## src/rtl/i2cp_pkg.sv

```systemverilog
package i2cp_pkg;

    typedef enum logic [2:0] {
        PH_IDLE,
        PH_ADDR,
        PH_PTR,
        PH_WR,
        PH_RD,
        PH_SKIP
    } phase_e;

    typedef struct packed {
        logic start;
        logic stop;
        logic scl_rise;
        logic scl_fall;
        logic sda;
    } bus_ev_t;

    localparam int BYTE_BITS = 8;
    localparam int ACK_SLOT  = BYTE_BITS;
    localparam int END_SLOT  = BYTE_BITS + 1;

    function automatic logic in_serial_range(input logic [7:0] a, input logic [7:0] lo);
        return a >= lo;
    endfunction

endpackage

```

## src/rtl/i2cp_line_filter.sv

```systemverilog
module i2cp_line_filter #(
    parameter int FILT_LEN = 3
) (
    input  logic clk,
    input  logic rst,
    input  logic raw,
    output logic clean
);
    localparam int CW = $clog2(FILT_LEN + 1);

    logic [1:0]    sync_q;
    logic [CW-1:0] run_q;

    always_ff @(posedge clk) begin
        if (rst) begin
            sync_q <= 2'b11;
            clean  <= 1'b1;
            run_q  <= '0;
        end else begin
            sync_q <= {sync_q[0], raw};
            if (sync_q[1] == clean) begin
                run_q <= '0;
            end else if (run_q == CW'(FILT_LEN - 1)) begin
                clean <= sync_q[1];
                run_q <= '0;
            end else begin
                run_q <= run_q + 1'b1;
            end
        end
    end
endmodule

```

## src/rtl/i2cp_bus_events.sv

```systemverilog
module i2cp_bus_events
    import i2cp_pkg::*;
(
    input  logic    clk,
    input  logic    rst,
    input  logic    scl,
    input  logic    sda,
    output bus_ev_t ev
);
    logic scl_q, sda_q;

    always_ff @(posedge clk) begin
        if (rst) begin
            scl_q <= 1'b1;
            sda_q <= 1'b1;
        end else begin
            scl_q <= scl;
            sda_q <= sda;
        end
    end

    always_comb begin
        ev.start    = scl_q && scl && sda_q && !sda;
        ev.stop     = scl_q && scl && !sda_q && sda;
        ev.scl_rise = !scl_q && scl;
        ev.scl_fall = scl_q && !scl;
        ev.sda      = sda;
    end
endmodule

```

## src/rtl/i2cp_access_gate.sv

```systemverilog
module i2cp_access_gate
    import i2cp_pkg::*;
#(
    parameter int         PWR_CYCLES = 1_500_000,
    parameter logic [7:0] SERIAL_LO  = 8'hFB
) (
    input  logic       clk,
    input  logic       rst,
    input  logic [7:0] cand_addr,
    input  logic       cand_impl,
    output logic       in_window,
    output logic       ptr_accept
);
    localparam int TW = $clog2(PWR_CYCLES + 2);

    logic [TW-1:0] tick_q;

    always_ff @(posedge clk) begin
        if (rst) begin
            tick_q <= '0;
        end else if (tick_q != TW'(PWR_CYCLES)) begin
            tick_q <= tick_q + 1'b1;
        end
    end

    assign in_window  = (tick_q != TW'(PWR_CYCLES));
    assign ptr_accept = cand_impl && (!in_window || in_serial_range(cand_addr, SERIAL_LO));
endmodule

```

## src/rtl/i2c_ptr_target.sv

```systemverilog
module i2c_ptr_target
    import i2cp_pkg::*;
#(
    parameter logic [6:0] DEV_ADDR   = 7'b1000000,
    parameter int         FILT_LEN   = 3,
    parameter int         PWR_CYCLES = 1_500_000,
    parameter logic [7:0] SERIAL_LO  = 8'hFB
) (
    input  logic        clk,
    input  logic        rst,
    input  logic        scl_i,
    input  logic        sda_i,
    output logic        sda_oe,
    output logic [7:0]  reg_addr,
    output logic [15:0] reg_wdata,
    output logic        reg_we,
    input  logic [15:0] reg_rdata,
    input  logic        reg_impl,
    input  logic        reg_ro
);
    localparam int NLINES = 2;
    localparam int BCW    = $clog2(END_SLOT + 1);

    logic [NLINES-1:0] raw_lines, clean_lines;
    bus_ev_t           ev;
    logic              in_window, ptr_accept;

    assign raw_lines = {scl_i, sda_i};

    for (genvar g = 0; g < NLINES; g++) begin : g_line
        i2cp_line_filter #(.FILT_LEN(FILT_LEN)) u_filt (
            .clk   (clk),
            .rst   (rst),
            .raw   (raw_lines[g]),
            .clean (clean_lines[g])
        );
    end

    i2cp_bus_events u_ev (
        .clk (clk),
        .rst (rst),
        .scl (clean_lines[1]),
        .sda (clean_lines[0]),
        .ev  (ev)
    );

    phase_e         ph_q;
    logic [BCW-1:0] bit_q;
    logic [7:0]     rx_q, tx_q, lo_q, hi_q, ptr_q;
    logic           match_q, rw_q, ptr_ok_q, dat_ok_q, half_q, mack_q;

    assign reg_addr = (ph_q == PH_PTR) ? rx_q : ptr_q;

    i2cp_access_gate #(.PWR_CYCLES(PWR_CYCLES), .SERIAL_LO(SERIAL_LO)) u_gate (
        .clk        (clk),
        .rst        (rst),
        .cand_addr  (reg_addr),
        .cand_impl  (reg_impl),
        .in_window  (in_window),
        .ptr_accept (ptr_accept)
    );

    always_ff @(posedge clk) begin
        if (rst) begin
            ph_q      <= PH_IDLE;
            bit_q     <= '0;
            rx_q      <= '0;
            tx_q      <= '0;
            lo_q      <= '0;
            hi_q      <= '0;
            ptr_q     <= '0;
            match_q   <= 1'b0;
            rw_q      <= 1'b0;
            ptr_ok_q  <= 1'b0;
            dat_ok_q  <= 1'b0;
            half_q    <= 1'b0;
            mack_q    <= 1'b0;
            sda_oe    <= 1'b0;
            reg_we    <= 1'b0;
            reg_wdata <= '0;
        end else begin
            reg_we <= 1'b0;
            if (ev.stop) begin
                ph_q   <= PH_IDLE;
                bit_q  <= '0;
                sda_oe <= 1'b0;
            end else if (ev.start) begin
                ph_q   <= PH_ADDR;
                bit_q  <= '0;
                sda_oe <= 1'b0;
            end else if (ev.scl_rise) begin
                unique case (ph_q)
                    PH_ADDR, PH_PTR, PH_WR: begin
                        if (bit_q < BCW'(ACK_SLOT)) begin
                            rx_q  <= {rx_q[6:0], ev.sda};
                            bit_q <= bit_q + 1'b1;
                        end
                    end
                    PH_RD: begin
                        if (bit_q < BCW'(ACK_SLOT)) bit_q <= bit_q + 1'b1;
                        else if (bit_q == BCW'(END_SLOT)) mack_q <= !ev.sda;
                    end
                    default: ;
                endcase
            end else if (ev.scl_fall) begin
                unique case (ph_q)
                    PH_ADDR: begin
                        if (bit_q == BCW'(ACK_SLOT)) begin
                            match_q <= (rx_q[7:1] == DEV_ADDR);
                            rw_q    <= rx_q[0];
                            sda_oe  <= (rx_q[7:1] == DEV_ADDR);
                            bit_q   <= BCW'(END_SLOT);
                        end else if (bit_q == BCW'(END_SLOT)) begin
                            sda_oe <= 1'b0;
                            bit_q  <= '0;
                            if (!match_q) begin
                                ph_q <= PH_SKIP;
                            end else if (rw_q) begin
                                ph_q   <= PH_RD;
                                tx_q   <= reg_rdata[15:8];
                                lo_q   <= reg_rdata[7:0];
                                half_q <= 1'b1;
                                sda_oe <= !reg_rdata[15];
                            end else begin
                                ph_q <= PH_PTR;
                            end
                        end
                    end
                    PH_PTR: begin
                        if (bit_q == BCW'(ACK_SLOT)) begin
                            ptr_q    <= rx_q;
                            ptr_ok_q <= ptr_accept;
                            sda_oe   <= ptr_accept;
                            bit_q    <= BCW'(END_SLOT);
                        end else if (bit_q == BCW'(END_SLOT)) begin
                            sda_oe <= 1'b0;
                            bit_q  <= '0;
                            half_q <= 1'b0;
                            ph_q   <= PH_WR;
                        end
                    end
                    PH_WR: begin
                        if (bit_q == BCW'(ACK_SLOT)) begin
                            dat_ok_q <= ptr_ok_q && !reg_ro;
                            sda_oe   <= ptr_ok_q && !reg_ro;
                            if (!half_q) hi_q <= rx_q;
                            bit_q <= BCW'(END_SLOT);
                        end else if (bit_q == BCW'(END_SLOT)) begin
                            sda_oe <= 1'b0;
                            bit_q  <= '0;
                            half_q <= !half_q;
                            if (half_q && dat_ok_q) begin
                                reg_we    <= 1'b1;
                                reg_wdata <= {hi_q, rx_q};
                            end
                        end
                    end
                    PH_RD: begin
                        if (bit_q < BCW'(ACK_SLOT)) begin
                            sda_oe <= !tx_q[3'd7 - bit_q[2:0]];
                        end else if (bit_q == BCW'(ACK_SLOT)) begin
                            sda_oe <= 1'b0;
                            bit_q  <= BCW'(END_SLOT);
                        end else begin
                            if (mack_q) begin
                                bit_q  <= '0;
                                half_q <= !half_q;
                                if (half_q) begin
                                    tx_q   <= lo_q;
                                    sda_oe <= !lo_q[7];
                                end else begin
                                    tx_q   <= reg_rdata[15:8];
                                    lo_q   <= reg_rdata[7:0];
                                    sda_oe <= !reg_rdata[15];
                                end
                            end else begin
                                ph_q   <= PH_SKIP;
                                sda_oe <= 1'b0;
                            end
                        end
                    end
                    default: ;
                endcase
            end
        end
    end

    logic unused_ok;
    assign unused_ok = in_window;
endmodule

```

## config.mk

```make
export PLATFORM = sky130hd
export DESIGN_NAME = i2c_ptr_target
export DESIGN_NICKNAME = d
export VERILOG_FILES = /design/src/rtl/i2cp_pkg.sv /design/src/rtl/i2cp_line_filter.sv /design/src/rtl/i2cp_bus_events.sv /design/src/rtl/i2cp_access_gate.sv /design/src/rtl/i2c_ptr_target.sv
export SDC_FILE = /design/constraint.sdc
export NUM_CORES = 1
export LEC_CHECK = 0
export ABC_AREA = 1
export BUFFER_PORTS_ARGS = -buffer_cell sky130_fd_sc_hd__buf_4
export CAP_MARGIN = 20
export CORE_MARGIN = 2
export CORE_UTILIZATION = 59
export CTS_BUF_LIST = sky130_fd_sc_hd__clkbuf_4 sky130_fd_sc_hd__clkbuf_8
export CTS_CLUSTER_SIZE = 20
export DETAILED_ROUTE_END_ITERATION = 10
export PLACE_DENSITY = 0.8
export SLEW_MARGIN = 10
export SYNTH_ARGS = -nofsm -noshare
export SYNTH_HDL_FRONTEND = slang
export SYNTH_SLANG_ARGS = --single-unit
```

## constraint.sdc

```tcl
create_clock -name clk -period 2.25 [get_ports clk]
set_input_delay 0.5625 -clock clk [delete_from_list [all_inputs] [get_ports clk]]
set_output_delay 0.5625 -clock clk [all_outputs]
set_load 0.02 [all_outputs]
```

After elaboration in Yosys (flattened, before gate mapping)
Index checks and enable logic that the tools add are counted.
- $add $sub $neg: 5
- magnitude comparators: 3
- equal/unequal tests: 39
- mux-type cells: 69
- bitwise gates (word level): 11
- reduce and logical (&&, ||, !) cells: 51
- operators with widths (cell ; count):
    8-bit two-way mux ; 17
    4-bit two-way mux ; 9
    8-bit one-hot mux with 2 select lines ; 2
    1-bit two-way mux ; 27
    3-bit two-way mux ; 9
    2-bit inequality test (second input constant) ; 13
    3-bit inequality test (second input constant) ; 8
    6-bit AND reduction ; 4
    21-bit by 1-bit adder with 21-bit output (second input constant) ; 1
    21-bit inequality test (second input constant) ; 1
    10-bit AND reduction ; 2
    16-bit AND reduction ; 1
    7-bit AND reduction ; 2
    13-bit AND reduction ; 1
    12-bit AND reduction ; 1
    3-bit OR reduction ; 4
    1-bit inverter ; 11
    1-bit logical AND ; 10
    1-bit logical NOT ; 10
    3-bit one-hot mux with 3 select lines ; 1
    4-bit == test (second input constant) ; 2
    8-bit >= comparator (second input constant) ; 1
    1-bit one-hot mux with 4 select lines ; 2
    4-bit one-hot mux with 2 select lines ; 1
    other kinds (27) ; 38
- bits in registers: 104
- input port bits: 22
- output and inout bits: 26
- logic and storage cells: 204

Longest topological paths before layout
Gate-level depths: netlist of the first run.
- word-level depth: 8
- mapped depth: 14
- depth with buffers taken out: 14

Cells and area by module
From an unflattened synthesis of the first run, not the netlist that was laid out.
- cell total of the unflattened synthesis: 772
- area, all modules: 5206.2 µm²
- modules (own cells, without submodules) (module ; instances ; cells an instance ; area an instance (µm²) ; seq. area each (µm²)):
    i2c_ptr_target ; 1 ; 519 ; 3508.4 ; 1421.4
    i2cp_access_gate ; 1 ; 198 ; 1242.4 ; 420.4
    i2cp_line_filter ; 2 ; 19 ; 177.7 ; 100.1
    i2cp_bus_events ; 1 ; 17 ; 100.1 ; 40.0

Least setup slack after synthesis of the first run
OpenSTA, ideal clock, no wires.
- path kind: register to register
- start: reg u_ev.scl_q
- end: reg reg_wdata[7]
- setup time: 137 ps
- data arrival time: 1700 ps
- data required time: 2113 ps
- path slack: 412 ps
- cell stages (with the launch flop): 9
- buffers on the path: 2
- period minus slack after synthesis: 1838 ps
- path through: dfxtp_1 inv_1 ha_1 clkbuf_1 inv_1 nand2_1 nor4_4 buf_2 a211oi_1
- longest elaborated chain between the ends: 5
- elaborated cells on any way between the ends: 12
- classes of those cells: bitwise: 3; reduce/logical: 9
- RTL lines (what ; RTL line ; RTL):
    from (decl) ; i2cp_bus_events.sv:10 ; logic scl_q, sda_q;
    from (signal assigned) ; i2cp_bus_events.sv:17 ; scl_q <= scl;
    1-bit logical AND ; i2cp_bus_events.sv:23, i2cp_bus_events.sv:24 ;
    1-bit logical AND, on equally long branches (2 in a row) ; i2cp_bus_events.sv:23, i2cp_bus_events.sv:24 ;
    1-bit inverter (no line) ; n/a ;
    8-bit AND reduction (no line) * ; n/a ;
    to (signal assigned) ; i2c_ptr_target.sv:154 ; reg_wdata <= {hi_q, rx_q};
    to (decl) ; i2c_ptr_target.sv:15 ; output logic [15:0] reg_wdata,
Every way passes the cells marked *; elsewhere a longest branch is shown, timed or not.
A chain may end at the register's enable or synchronous reset.

Worst setup path in the final report of the first run
- start: reg ph_q[0]
- end: out reg_addr[0]
- longest elaborated chain between the ends: 2
- RTL lines (what ; RTL line ; RTL):
    from (decl) ; i2c_ptr_target.sv:47 ; phase_e ph_q;
    from (signal assigned) ; i2c_ptr_target.sv:65 ; ph_q <= PH_IDLE;
    from (signal assigned) ; i2c_ptr_target.sv:84 ; ph_q <= PH_IDLE;
    from (signal assigned) ; i2c_ptr_target.sv:88 ; ph_q <= PH_ADDR;
    3-bit by 2-bit == test with 1-bit output ; i2c_ptr_target.sv:52 ; assign reg_addr = (ph_q == PH_PTR) ? rx_q : ptr_q;
    8-bit two-way mux ; i2c_ptr_target.sv:52 ;
    to (decl) ; i2c_ptr_target.sv:14 ; output logic [7:0] reg_addr,
Every way passes these cells.

==> results of run 1 <==
[where the power goes]
part / switching (mW) / internal (mW)
sequential: 0.00831 / 1.85
combinational: 0.0623 / 0.0488
clock: 0.693 / 0.540
total: 0.763 / 2.44
[cells by family (layout without fill, tap and decap cells)]
family	after synthesis	in the layout	share of synthesized area [%]
adder cells (fa/ha/maj)	10	10	2.60
buffers and inverters	120	175	10.1
AO/OA/AOI/OAI	199	199	22.5
flip-flops	104	104	43.2
AND/OR/NAND/NOR	215	215	21.3
XOR/XNOR	2	2	0.363
[worst min path at each step]
stage,cells after the start,startpoint,end
2_1_floorplan,1,g_line[0].u_filt.sync_q[0],g_line[0].u_filt.sync_q[1]
3_3_place_gp,1,g_line[0].u_filt.sync_q[0],g_line[0].u_filt.sync_q[1]
3_5_place_dp,1,g_line[0].u_filt.sync_q[0],g_line[0].u_filt.sync_q[1]
4_1_cts,2,sda_i,g_line[0].u_filt.sync_q[0]
5_1_grt,2,scl_i,g_line[1].u_filt.sync_q[0]
6_report,2,sda_i,g_line[0].u_filt.sync_q[0]
[registers in the layout, indices dropped and copies added (netlist names), 2 cells and up]
register	flops
bit_q	4
tx_q	8
g_line.u_filt.run_q	4
reg_wdata	16
lo_q	8
u_gate.tick_q	21
g_line.u_filt.sync_q	4
rx_q	8
ptr_q	8
ph_q	3
g_line.u_filt.clean	2
hi_q	8
[critical path, delay by kind of cell, from the launching register on]
| kind | cells | cell delay (ns) |
|---|---|---|
| buffers and inverters | 3 | 0.51 |
| flip-flops | 1 | 0.36 |
| AND/OR/NAND/NOR | 3 | 0.32 |
[metal layers]
layer	wire length [um]	track usage, %	share of wire [%]
met5	0	0	0
met4	95	7.13	0.80
met3	549	5.27	4.6
met2	5720	46.1	48
met1	5510	38.5	46
[stage by stage]
step                      instances  hold WS [ns]  setup slack, ns  instance area, um2
final                           807         0.382            0.139                5520
after global routing            807         0.368           0.0287                5520
after CTS                       804         0.370           0.0843                5500
after detailed placement        788         0.400           0.0982                5280
after global placement          788         0.391            0.192                5280
after floorplan                 650         0.389            0.412                4820
[Yosys cell counts, drive strengths merged (2+ instances only)]
master	instances
dfxtp	104
a31oi	2
a21oi	82
inv	97
nand2	83
o22ai	2
nand3	24
nor4	5
o211ai	3
xor2	2
ha	10
a211oi	13
nor2	68
or2	6
o21ai	93
nand4	13
nor3	13
clkbuf	13
buf	9
[layout make-up]
type / instances / area share (%)
clock buffer: 9 / 2.24
clock inverter: 7 / 1.68
inverter: 98 / 6.66
multi-input combinational: 426 / 40.9
sequential: 104 / 37.7
tap: 102 / 2.31
timing repair buffer: 61 / 8.52
[repair_timing]
action / in CTS / in global routing
gates resized for setup: 4 / 4
setup endpoints to repair: 4 / 6
setup buffers: 0 / 3
==> impl.org, run 1 <==
** Logic synthesis
- During synthesis, Yosys emitted a total of 0 warnings.
- Total nets after synthesis :: around 680
- After technology mapping, the gate count stands at 650.
- In the post-synthesis netlist, the biggest area contributors are sky130_fd_sc_hd__dfxtp_1 (43%), sky130_fd_sc_hd__o21ai_0 (9.3%), sky130_fd_sc_hd__a21oi_1 (8.5%), sky130_fd_sc_hd__inv_1 (7.2%), sky130_fd_sc_hd__nand2_1 (6.2%).
- In this run the mean area of a mapped cell was 7.42 um2.
- Among all flip-flop cells after synthesis, the most frequent one is sky130_fd_sc_hd__dfxtp_1.
- Yosys cell types :: a little over 40
- The synthesized design spends more area on one cell type than any other, namely sky130_fd_sc_hd__dfxtp_1.
- Post-synthesis cell area :: 4820 um2
- Yosys top cell area share :: between 40% and 50%
- Counting flops with an async set or reset pin after synthesis yields a share of 0%.
- Summing the sequential cell areas from Yosys gives between 40% and 50% of the chip area.
- After synthesis the netlist holds a flip-flop and latch count of about 100.
- The synthesized design contains 0 enable-type register cells.

** Timing
- Setup violations remaining at the end of the flow were counted as 0.
- In the final timing run, aggregate negative setup slack is 0 ns.
- The worst path uses 93.8% of the clock period.
- Number of max-slew violations in the final report :: 0
- The worst pin sits at a relative slew slack of 64.9%.
- Setup repair after global routing missed its margin :: false
- Fin Clk Skew :: approximately 0.016 ns
- Fmax :: between 0.4 and 0.5 GHz
- Fin crit period :: 2.11 ns
- Final Hold Fails :: 0
- Actual transition at the worst max-transition pin :: slightly above 0.5 ns

** Worst setup path
- The endpoint identified for the worst register-to-register timing path is lo_q[4].
- The largest single stage delay on the critical path is about 0.36 ns.
- Sort of element at the end of the critical path :: output port
- Capturing element of the worst setup path :: reg_addr[0]
- Signal arrival time at the worst endpoint :: ~1.6 ns
- For the worst flop-to-flop path, the logic depth is 10.
- Worst-path cell chain :: inv_2 -> nand3_4 -> buf_4 -> nand2_1 -> nand2_1 -> buf_4
- The worst setup path is launched from a register.
- Start-to-end type of the worst setup path :: reg -> out
- The worst register-to-register path has a setup slack of roughly 0.19 ns.
- Crit. Startpoint :: ph_q[0]
- Among all stages on the critical path, the largest delay is contributed by sky130_fd_sc_hd__dfxtp_1.
- Maximum net fanout on the critical path :: 13
- Source of the worst register-to-register timing path :: bit_q[1]
- Worst path required time :: 1.69 ns

** Global route
- Largest net degree at the start of global routing :: 42
- Antenna violations before repair :: 0
- Via count of the first global-routing pass :: 4179
- GR Overflow Total :: 0
- Global routing consumed, over all layers together, between 20 and 30% of the routing resources.
- Global-route wire length before repair :: around 20000 um

** Clock tree
- Clock input transition at the sequential cells of the worst setup and hold paths :: about 0.1 ns
- Buffers inserted during clock tree synthesis total 9.
- In this run, post-CTS hold repair placed 0 buffers.
- Insertion delay to the later sink of the worst-skew pair :: 0.36 ns
- CTS tree :: yes
- Clock tree synthesis found a total of around 100 sinks.
- Root buffer cell :: sky130_fd_sc_hd__clkbuf_8
- Maximum clock insertion buffer count :: 2
- Number of levels in the clock H-tree :: 3

** Cells and area
- Leading cell types in the layout, fill and taps excluded :: sky130_fd_sc_hd__dfxtp_1 (104), sky130_fd_sc_hd__inv_1 (92), sky130_fd_sc_hd__o21ai_0 (84)
- The area growth from synthesis to layout is 14.6%.
- Final core occ :: between 70% and 80%
- In the final layout, flip-flops and latches occupy between 2000 and 2500 um2.
- The multi-input combinational cells in the finished layout cover a total of approximately 2300 um2.
- Of the cells placed in the final design, the portion with a size suffix greater than 1 is 15.5%.
- The repair_antennas step left the layout with diodes totalling 0.
- In the final design database the tool counted between 700 and 800 nets.
- Most common cell after layout, fill and taps aside :: sky130_fd_sc_hd__dfxtp_1
- Counting the fill cells in the layout gives ~670.

** Detailed routing
- After detailed routing, the average wire length per cell comes to approximately 15 um.
- Drt initial violations :: between 200 and 250
- In this run the remaining antenna-violating nets after routing total 0.
- First drt pass iteration count :: 4
- In the routed design, unresolved DRC markers number 0.
- In the routed layout, each cell is associated on average with a via count of between 5 and 6.
- Wirelength, routed :: between 10000 and 15000 um
- Vias after detailed routing :: 4460

** Floorplanning
- In this run the count of I/O pins placed on the die edge is 48.
- The die is ~94 um tall.
- Die Wd :: between 90 and 100 um
- The die covers ~8900 um2.
- The floorplan step defined a core boundary enclosing between 7000 and 8000 um2.
- Number of core rows :: 32
- Starting utilization of the core area :: between 60% and 70%

** Run
- Max-cap violations in this run came to 0.

** Power
- Power comes to 3.20 mW.
- In this run the power density over the cells is 580 nW/um2.
- Leakage power of the design :: ~2.3 nW
- Worst VDD drop :: around 0.00046 V

** Placement
- The HPWL after detailed placement is ~8600 um.
- At the end of routability-driven placement, the weighted congestion stood at 1.01.
- Buffers placed on the I/O ports in this run total 47.

** Run status
- Status :: finished clean

** Worst hold path
- Worst hold path type :: in -> reg
Power figures use the tool's default switching activity.
==> inputs of run 2 (changes only) <==
--- a/config.mk
+++ b/config.mk
@@ -8,13 +8,15 @@
 export ABC_AREA = 1
 export BUFFER_PORTS_ARGS = -buffer_cell sky130_fd_sc_hd__buf_4
 export CAP_MARGIN = 20
+export CORE_ASPECT_RATIO = 0.5
 export CORE_MARGIN = 2
 export CORE_UTILIZATION = 59
 export CTS_BUF_LIST = sky130_fd_sc_hd__clkbuf_4 sky130_fd_sc_hd__clkbuf_8
 export CTS_CLUSTER_SIZE = 20
 export DETAILED_ROUTE_END_ITERATION = 10
-export PLACE_DENSITY = 0.8
+export PLACE_DENSITY = 0.79
 export SLEW_MARGIN = 10
 export SYNTH_ARGS = -nofsm -noshare
 export SYNTH_HDL_FRONTEND = slang
+export SYNTH_HIERARCHICAL = 1
 export SYNTH_SLANG_ARGS = --single-unit
==> run 2 against run 1 <==
Against the previous run: core utilization down 2.0 points; critical path depth is 10 higher; clock-buffer cell count rose by 1; final cell count rose by 17%; critical path type is now reg -> reg; highest routed layer unchanged.
==> impl.org, run 2 <==
** Run status
- The run finished with clean final reports.

** Placement
- Inst Count DP :: 927
- Buffers placed on the I/O ports in this run total 47.
- Routability-driven placement finished with a final weighted congestion of roughly 0.95.
- HPWL Detailed :: roughly 8700 um

** Worst setup path
- Start-to-end type of the worst setup path :: reg -> reg
- In this run the critical register-to-register path is launched from ph_q[2].
- Signal arrival time at the worst endpoint :: between 2 and 2.5 ns
- Register-to-Register Setup Slack :: around 0.22 ns
- Worst path required time :: ~2.6 ns
- Startpoint Class :: register
- Crit. Startpoint :: ph_q[2]
- The worst setup path is captured at a register.
- Along the worst path, the maximum fanout reaches 19.

** Logic synthesis
- The number of different library cells used by synthesis comes to 38.
- Flip-flop and latch count after synthesis :: around 100
- Top-count cell post-synth :: sky130_fd_sc_hd__nand2_1
- Post-synth top flop :: sky130_fd_sc_hd__dfxtp_1
- Share of synthesized area occupied by flip-flops and latches :: about 40%
- Warnings, synthesis :: 6
- Synthesis produced a netlist whose cell count is ~770.
- Post-synth EDFFs :: 0
- Largest area contributor in the netlist :: sky130_fd_sc_hd__dfxtp_1
- Top area cells in the synthesized netlist :: sky130_fd_sc_hd__dfxtp_1 (40%), sky130_fd_sc_hd__nand2_1 (12%), sky130_fd_sc_hd__inv_1 (7.6%), sky130_fd_sc_hd__nor2_1 (7.4%), sky130_fd_sc_hd__a21oi_1 (6.8%)
- By count the netlist is led by sky130_fd_sc_hd__nand2_1 (169), sky130_fd_sc_hd__inv_1 (105), sky130_fd_sc_hd__dfxtp_1 (104).
- The number of nets in the synthesized netlist is 801.
- Mean cell area of the mapped netlist :: approximately 6.7 um2
- The cell area that synthesis handed to floorplanning was ~5200 um2.
- Of all flip-flops after synthesis, the portion carrying an async set or reset was 0%.
- Yosys top cell area share :: 40.0%

** Timing
- Setup Viol. Count Final :: 0
- For the final routed database, the setup TNS stands at 0 ns.
- The final critical path takes up 90.2% of the cycle.
- Hold Slack :: approximately 0.36 ns
- The worst pin sits at a relative slew slack of slightly below 70%.
- Setup repair after global routing left no endpoint under its margin.
- Fin Clk Skew :: ~0.0086 ns
- Fmax :: ~0.5 GHz
- The number of pins exceeding their max-slew limit in the final report came to 0.
- Fin crit period :: between 2 and 2.5 ns
- The total count of hold-check failures in the final report came to 0.
- For the pin with the worst max-slew slack, the measured transition is between 0.4 and 0.5 ns.

** Power
- Part of the power in the clock network :: 35.9%
- Power density cells :: 523 nW/um2
- NetSw :: about 760 uW
- Portion of total power attributed to combinational logic :: 4.3%
- Register share of total power :: 59.8%
- Design internal power :: ~2.3 mW
- Leakage power of the design :: between 2 and 3 nW
- Net switching is ~25% of the power.
- Worst VDD drop :: 0.000306 V

** Clock tree
- CTS tree :: yes
- No sink is reached through more buffers than the 2 on the longest clock path.
- CTS saw between 100 and 150 sinks.
- Insertion delay to the later sink of the worst-skew pair :: between 0.3 and 0.4 ns
- Once the clock tree was built, the setup fixing pass inserted 0 buffers.
- The clock tree synthesis step divided the H-tree into 3 levels.
- Clock-pin slew was measured on the worst setup and hold paths at roughly 0.11 ns.
- The number of clock buffers added by TritonCTS is 9.
- Root buffer cell :: sky130_fd_sc_hd__clkbuf_8

** Cells and area
- Most common cell after layout, fill and taps aside :: sky130_fd_sc_hd__nand2_1
- Number of flip-flops in the largest register :: 21
- Layout cell share with drive strength beyond 1 :: 17.3%
- Non-filler cells, final :: 944
- Nets@finish :: about 850
- The register with the most flip-flops in the final layout is u_gate/tick_q.
- 0 antenna diodes ended up in the layout.
- Largest regs :: u_gate/tick_q (21), reg_wdata (16)
- Area growth from synthesis to final layout :: 14.1%
- Leading cell types in the layout, fill and taps excluded :: sky130_fd_sc_hd__nand2_1 (169), sky130_fd_sc_hd__inv_1 (105), sky130_fd_sc_hd__dfxtp_1 (103)
- Number of filler instances in the final layout :: between 700 and 800

** Detailed routing
- After detailed routing, the number of remaining DRC violations is 0.
- Before antenna repair, the detailed router went through 6 iterations.
- The detailed router finished its first iteration with between 200 and 300 violations.
- After detailed routing, the number of vias per cell comes to just over 5.
- After detailed routing, the average wire length per cell comes to 12.5 um.
- Across all layers, the routed design uses just under 5000 vias.
- Once detail routing completed, the nets flagged for antenna violations numbered 0.
- The final layout contains routed wiring with a total length of about 12000 um.

** Floorplanning
- After floorplanning, the core was divided into 24 placement rows.
- The initial utilization of the core area, before any placement, comes to between 60% and 70%.
- Pin placement for this block handled between 40 and 50 I/O pins.
- The region available for standard cell placement spans 8650 um2.
- Full die area :: ~9600 um2
- The floorplan step set the die height to 70.4 um.
- Measured along the x axis, the die boundary spans between 100 and 150 um.

** Global route
- Largest net degree at the start of global routing :: 62
- Antenna violations before repair :: 0
- Most congested layer reported by global routing :: met2
- Global routing used 5.66% of the available met3 tracks.
- The number of global-route vias before repair is around 4400.
- The total overflow left after global routing is 0.
- Overall fraction of global-route tracks in use :: 25.8%
- For this run, global-route usage on met1 was measured as roughly a third.
- For met2 alone, demand over resource in global routing was a little over two fifths.
- The first global-routing pass estimated 19900 um of wire.

** Worst hold path
- The path class of the tightest hold or removal check is in -> reg.
- In this run the most critical hold path is launched from sda_i.

** Run
- Maximum capacitance violations :: 0
[run 2: power groups by stage]
stage                     Combinational, mW  Clock [mW]  Sequential, mW
after floorplan                      0.0802           0            1.90
after global placement                0.129           0            1.90
after detailed placement              0.132           0            1.90
after CTS                             0.133        1.14            1.86
after global routing                  0.152        1.21            1.86
final                                 0.133        1.12            1.86
[run 2: routing by layer]
| layer | vias to the layer above | routed length, um |
|---|---|---|
| met4 | 0 | 142 |
| met5 | - | 0 |
| met2 | 117 | 5510 |
| met1 | 2197 | 5550 |
| li1 | 2530 | - |
| met3 | 14 | 602 |
[run 2: metrics by stage]
| stage | total power [mW] | setup slack, ns | area [um2] | util [%] |
|---|---|---|---|---|
| 4_1_cts | 3.13 | 0.114 | 5930 | 68.5 |
| 3_5_place_dp | 2.03 | 0.144 | 5740 | 66.4 |
| 2_1_floorplan | 1.98 | 0.00856 | 5260 | - |
| 6_report | 3.11 | 0.221 | 5940 | 68.7 |
| 5_1_grt | 3.22 | 0.00803 | 5940 | 68.7 |
| 3_3_place_gp | 2.03 | 0.230 | 5740 | 66.4 |
[run 2: logic make-up (layout without fill, tap and decap cells)]
kind of cell	after synthesis	count (layout)	synth area share [%]
flip-flops	104	104	40.0
XOR/XNOR	1	1	0.168
AND/OR/NAND/NOR	372	373	32.8
adder cells (fa/ha/maj)	7	7	1.68
buffers and inverters	139	193	10.7
AO/OA/AOI/OAI	149	149	14.7
[run 2: worst paths after layout]
kind | endpoint | cells past startpoint
hold / removal | g_line[0].u_filt/sync_q[0] | 2
setup reg to reg | sda_oe | 16
setup / recovery | sda_oe | 16
hold reg to reg | g_line[0].u_filt/run_q[0] | 1
[run 2: layout make-up]
| type | count | area (um2) | area share (%) |
|---|---|---|---|
| Timing Repair Buffer | 59 | 455 | 7.66 |
| Clock buffer | 10 | 131 | 2.21 |
| Multi-Input combinational cell | 530 | 2630 | 44.2 |
| Clock inverter | 6 | 51.3 | 0.863 |
| Inverter | 118 | 445 | 7.50 |
| Tap cell | 117 | 146 | 2.46 |
| Sequential cell | 104 | 2080 | 35.1 |
[run 2: what timing repair did]
action | CTS | global route
hold buffers | 0 | 0
endpoints found under the hold margin | 0 | 0
resized for setup | 0 | 1
endpoints found under the setup margin | 0 | 2
[run 2: critical path, cell delays in order (launching register included)]
cell and delay (ns):
sky130_fd_sc_hd__dfxtp_2 0.33, sky130_fd_sc_hd__inv_1 0.09, sky130_fd_sc_hd__nand2_2 0.07, sky130_fd_sc_hd__inv_2 0.10, sky130_fd_sc_hd__nand2_8 0.13, sky130_fd_sc_hd__o21ai_4 0.15
sky130_fd_sc_hd__nand2_1 0.06, sky130_fd_sc_hd__inv_1 0.04, sky130_fd_sc_hd__o21ai_0 0.06, sky130_fd_sc_hd__or2_2 0.27, sky130_fd_sc_hd__a21boi_1 0.19, sky130_fd_sc_hd__nand2_1 0.08
sky130_fd_sc_hd__a21oi_1 0.13, sky130_fd_sc_hd__nor2_1 0.05, sky130_fd_sc_hd__nand2_1 0.06, sky130_fd_sc_hd__nand2_1 0.04, sky130_fd_sc_hd__a21oi_1 0.11
==> inputs of run 3 (changes only) <==
--- a/config.mk
+++ b/config.mk
@@ -10,11 +10,10 @@
 export CAP_MARGIN = 20
 export CORE_ASPECT_RATIO = 0.5
 export CORE_MARGIN = 2
-export CORE_UTILIZATION = 59
+export CORE_UTILIZATION = 35
 export CTS_BUF_LIST = sky130_fd_sc_hd__clkbuf_4 sky130_fd_sc_hd__clkbuf_8
 export CTS_CLUSTER_SIZE = 20
 export DETAILED_ROUTE_END_ITERATION = 10
-export PLACE_DENSITY = 0.79
 export SLEW_MARGIN = 10
 export SYNTH_ARGS = -nofsm -noshare
 export SYNTH_HDL_FRONTEND = slang
==> run 3 against run 2 <==
Against the previous run: via count is 1.2% lower; critical path type unchanged; highest routed layer unchanged; power is 0.93% higher; clock power hardly changed; largest cell class unchanged; largest power group unchanged.
==> impl.org, run 3 (synthesized netlist as in run 2, its figures left out) <==
** Worst hold path
- Counting instances, the worst hold path has a depth of 2.
- Worst hold path type :: in -> reg

** Timing
- In the final timing run, aggregate negative setup slack is 0 ns.
- Headroom to the max-slew limit came out at between 70 and 80%.
- Timing would allow up to around 0.48 GHz.
- Fin Clk Skew :: 0.0223 ns
- Hold Slack :: 0.370 ns
- The total count of hold-check failures in the final report was 0.
- The number of pins exceeding their max-slew limit in the final report came to 0.
- The smallest clock period supported by the final layout is computed as 2.06 ns.
- Setup Viol. Count Final :: 0
- At the pin with the least slew margin, the transition time is ~0.42 ns.
- The final critical path takes up about nine tenths of the cycle.

** Clock tree
- Insertion delay to the later sink of the worst-skew pair :: slightly below 0.4 ns
- Clock sink total :: approximately 100
- CTS tree :: yes
- In this run, CTS created clock tree buffers numbering 9.
- Number of levels in the clock H-tree :: 3
- In this run the deepest clock path goes through 2 buffers.
- Quantity of hold-fixing buffers added after cts :: 0
- Root buffer cell :: sky130_fd_sc_hd__clkbuf_8
- Clock input transition at the sequential cells of the worst setup and hold paths :: 0.10 ns

** Cells and area
- The repair_antennas step left the layout with diodes totalling 0.
- Number of flip-flops in the largest register :: 21
- The filler cells instantiated in the layout total about 1500.
- Register bank with the most flops :: u_gate/tick_q
- Largest regs :: u_gate/tick_q (21), reg_wdata (16)
- Layout cell share with drive strength beyond 1 :: ~18%
- At the end of the flow, the number of nets in the layout was roughly 850.
- In the layout the commonest cells are sky130_fd_sc_hd__nand2_1 (169), sky130_fd_sc_hd__inv_1 (105), sky130_fd_sc_hd__dfxtp_1 (103).
- Area growth from synthesis to final layout :: 16.9%
- Most common cell after layout, fill and taps aside :: sky130_fd_sc_hd__nand2_1

** Power
- In this run the static leakage power is ~2.6 nW.
- In this run the power density over the cells is approximately 520 nW/um2.
- Across the VDD grid, the largest voltage drop is about 0.00024 V.
- Overall power after layout :: 3.14 mW

** Floorplanning
- The floorplan has 31 rows.
- Pin placement for this block handled 48 I/O pins.
- Die Wd :: roughly 180 um
- Area of the core region :: between 10000 and 15000 um2
- The initial utilization of the core area, before any placement, comes to 35.9%.
- The die covers 15900 um2.
- The die is approximately 90 um tall.

** Global route
- Met1 track demand over resource in global routing :: a little under a quarter
- Global routing consumed, over all layers together, roughly 16% of the routing resources.
- GR Overflow Total :: 0
- In the global route stage, met3 resource usage came out at ~3.7%.
- M2 GR Usage :: between 20% and 30%
- The number of antenna violations at the first check in global routing came to 0.
- In this run the most used layer during global routing was met2.
- Via count of the first global-routing pass :: roughly 4400
- Global-route wire length before repair :: ~21000 um
- Entering global routing, the biggest net connects 37 pins.

** Run status
- Status :: finished clean

** Placement
- The congestion estimate from routability-driven global placement came to just under 0.9.
- In this run the tool buffered the top-level ports with 47 buffer cells.
- Once detailed placement completed, the half-perimeter wirelength came to 9220 um.

** Detailed routing
- Wirelength, routed :: about 12000 um
- Antenna Violating Nets Remaining :: 0
- Number of vias per cell :: 4.67
- DRC violation count after routing :: 0
- In the final routed layout, each cell accounts on average for between 10 and 15 um.
- Drt initial violations :: 298
- Vias after detailed routing :: around 4800
- First drt pass iteration count :: 6

** Run
- The tool flagged a number of max-cap violations equal to 0.

** Worst setup path
- Worst path required time :: between 2 and 3 ns
- Signal arrival time at the worst endpoint :: 2.38 ns
- STA classifies the critical path endpoint as a register.
- In this run the worst path has a maximum fanout of 10.
- STA classifies the critical path startpoint as a register.
- Depth of the worst register-to-register path :: 17
- Start-to-end type of the worst setup path :: reg -> reg
## run 3: cell type report
| type | count | area [um2] | area share (%) |
|---|---|---|---|
| clock buffer | 9 | 124 | 2.04 |
| sequential | 104 | 2080 | 34.2 |
| inverter | 118 | 450 | 7.40 |
| tap | 198 | 248 | 4.07 |
| multi-input combinational | 530 | 2650 | 43.5 |
| timing repair buffer | 61 | 470 | 7.73 |
| clock inverter | 7 | 60.1 | 0.987 |
## run 3: metrics by stage
step	area [um2]	instances	util [%]	worst slack, ns
after floorplan	5260	772	-	0.00856
after global placement	5850	1008	40.3	0.212
after detailed placement	5850	1008	40.3	0.140
after CTS	6030	1024	41.6	0.100
after global routing	6090	1027	42.0	-0.00969
final	6090	1027	42.0	0.188
## run 3: per-layer routing
layer	part of all wire (%)	routed length (um)
met2	42	5250
met1	53	6540
met5	0	0
met4	0.89	111
met3	4.1	511
## run 3: what timing repair did
item,in CTS,in global routing
resized for setup,0,6
setup endpoints to repair,0,1
setup buffers,0,2
## run 3: worst paths after layout
path         slack, ns                       from                          to
max reg2reg       0.19                    ph_q[2]                      sda_oe
min reg2reg       0.41  g_line[1].u_filt/run_q[0]   g_line[1].u_filt/run_q[0]
min               0.37                      scl_i  g_line[1].u_filt/sync_q[0]
max               0.19                    ph_q[2]                      sda_oe
## run 3: report_power, final
group / internal [mW] / switching [mW]
Sequential: 1.85 / 0.00927
Combinational: 0.0593 / 0.0754
Clock: 0.424 / 0.718
Total: 2.33 / 0.803
## run 3: worst max-delay path, cell delays in order, from the launching register on
cell,delay (ns)
sky130_fd_sc_hd__dfxtp_2,0.34
sky130_fd_sc_hd__inv_1,0.06
sky130_fd_sc_hd__nand2_2,0.09
sky130_fd_sc_hd__clkinv_4,0.10
sky130_fd_sc_hd__nand2_8,0.11
sky130_fd_sc_hd__nand2_1,0.09
sky130_fd_sc_hd__o21ai_4,0.07
sky130_fd_sc_hd__nand2_1,0.08
sky130_fd_sc_hd__inv_1,0.06
sky130_fd_sc_hd__o21ai_0,0.06
sky130_fd_sc_hd__or2_2,0.29
sky130_fd_sc_hd__a21boi_2,0.15
sky130_fd_sc_hd__nand2_1,0.08
sky130_fd_sc_hd__a21oi_2,0.12
sky130_fd_sc_hd__nor2_1,0.05
sky130_fd_sc_hd__nand2_1,0.06
sky130_fd_sc_hd__nand2_1,0.04
sky130_fd_sc_hd__a21oi_1,0.12
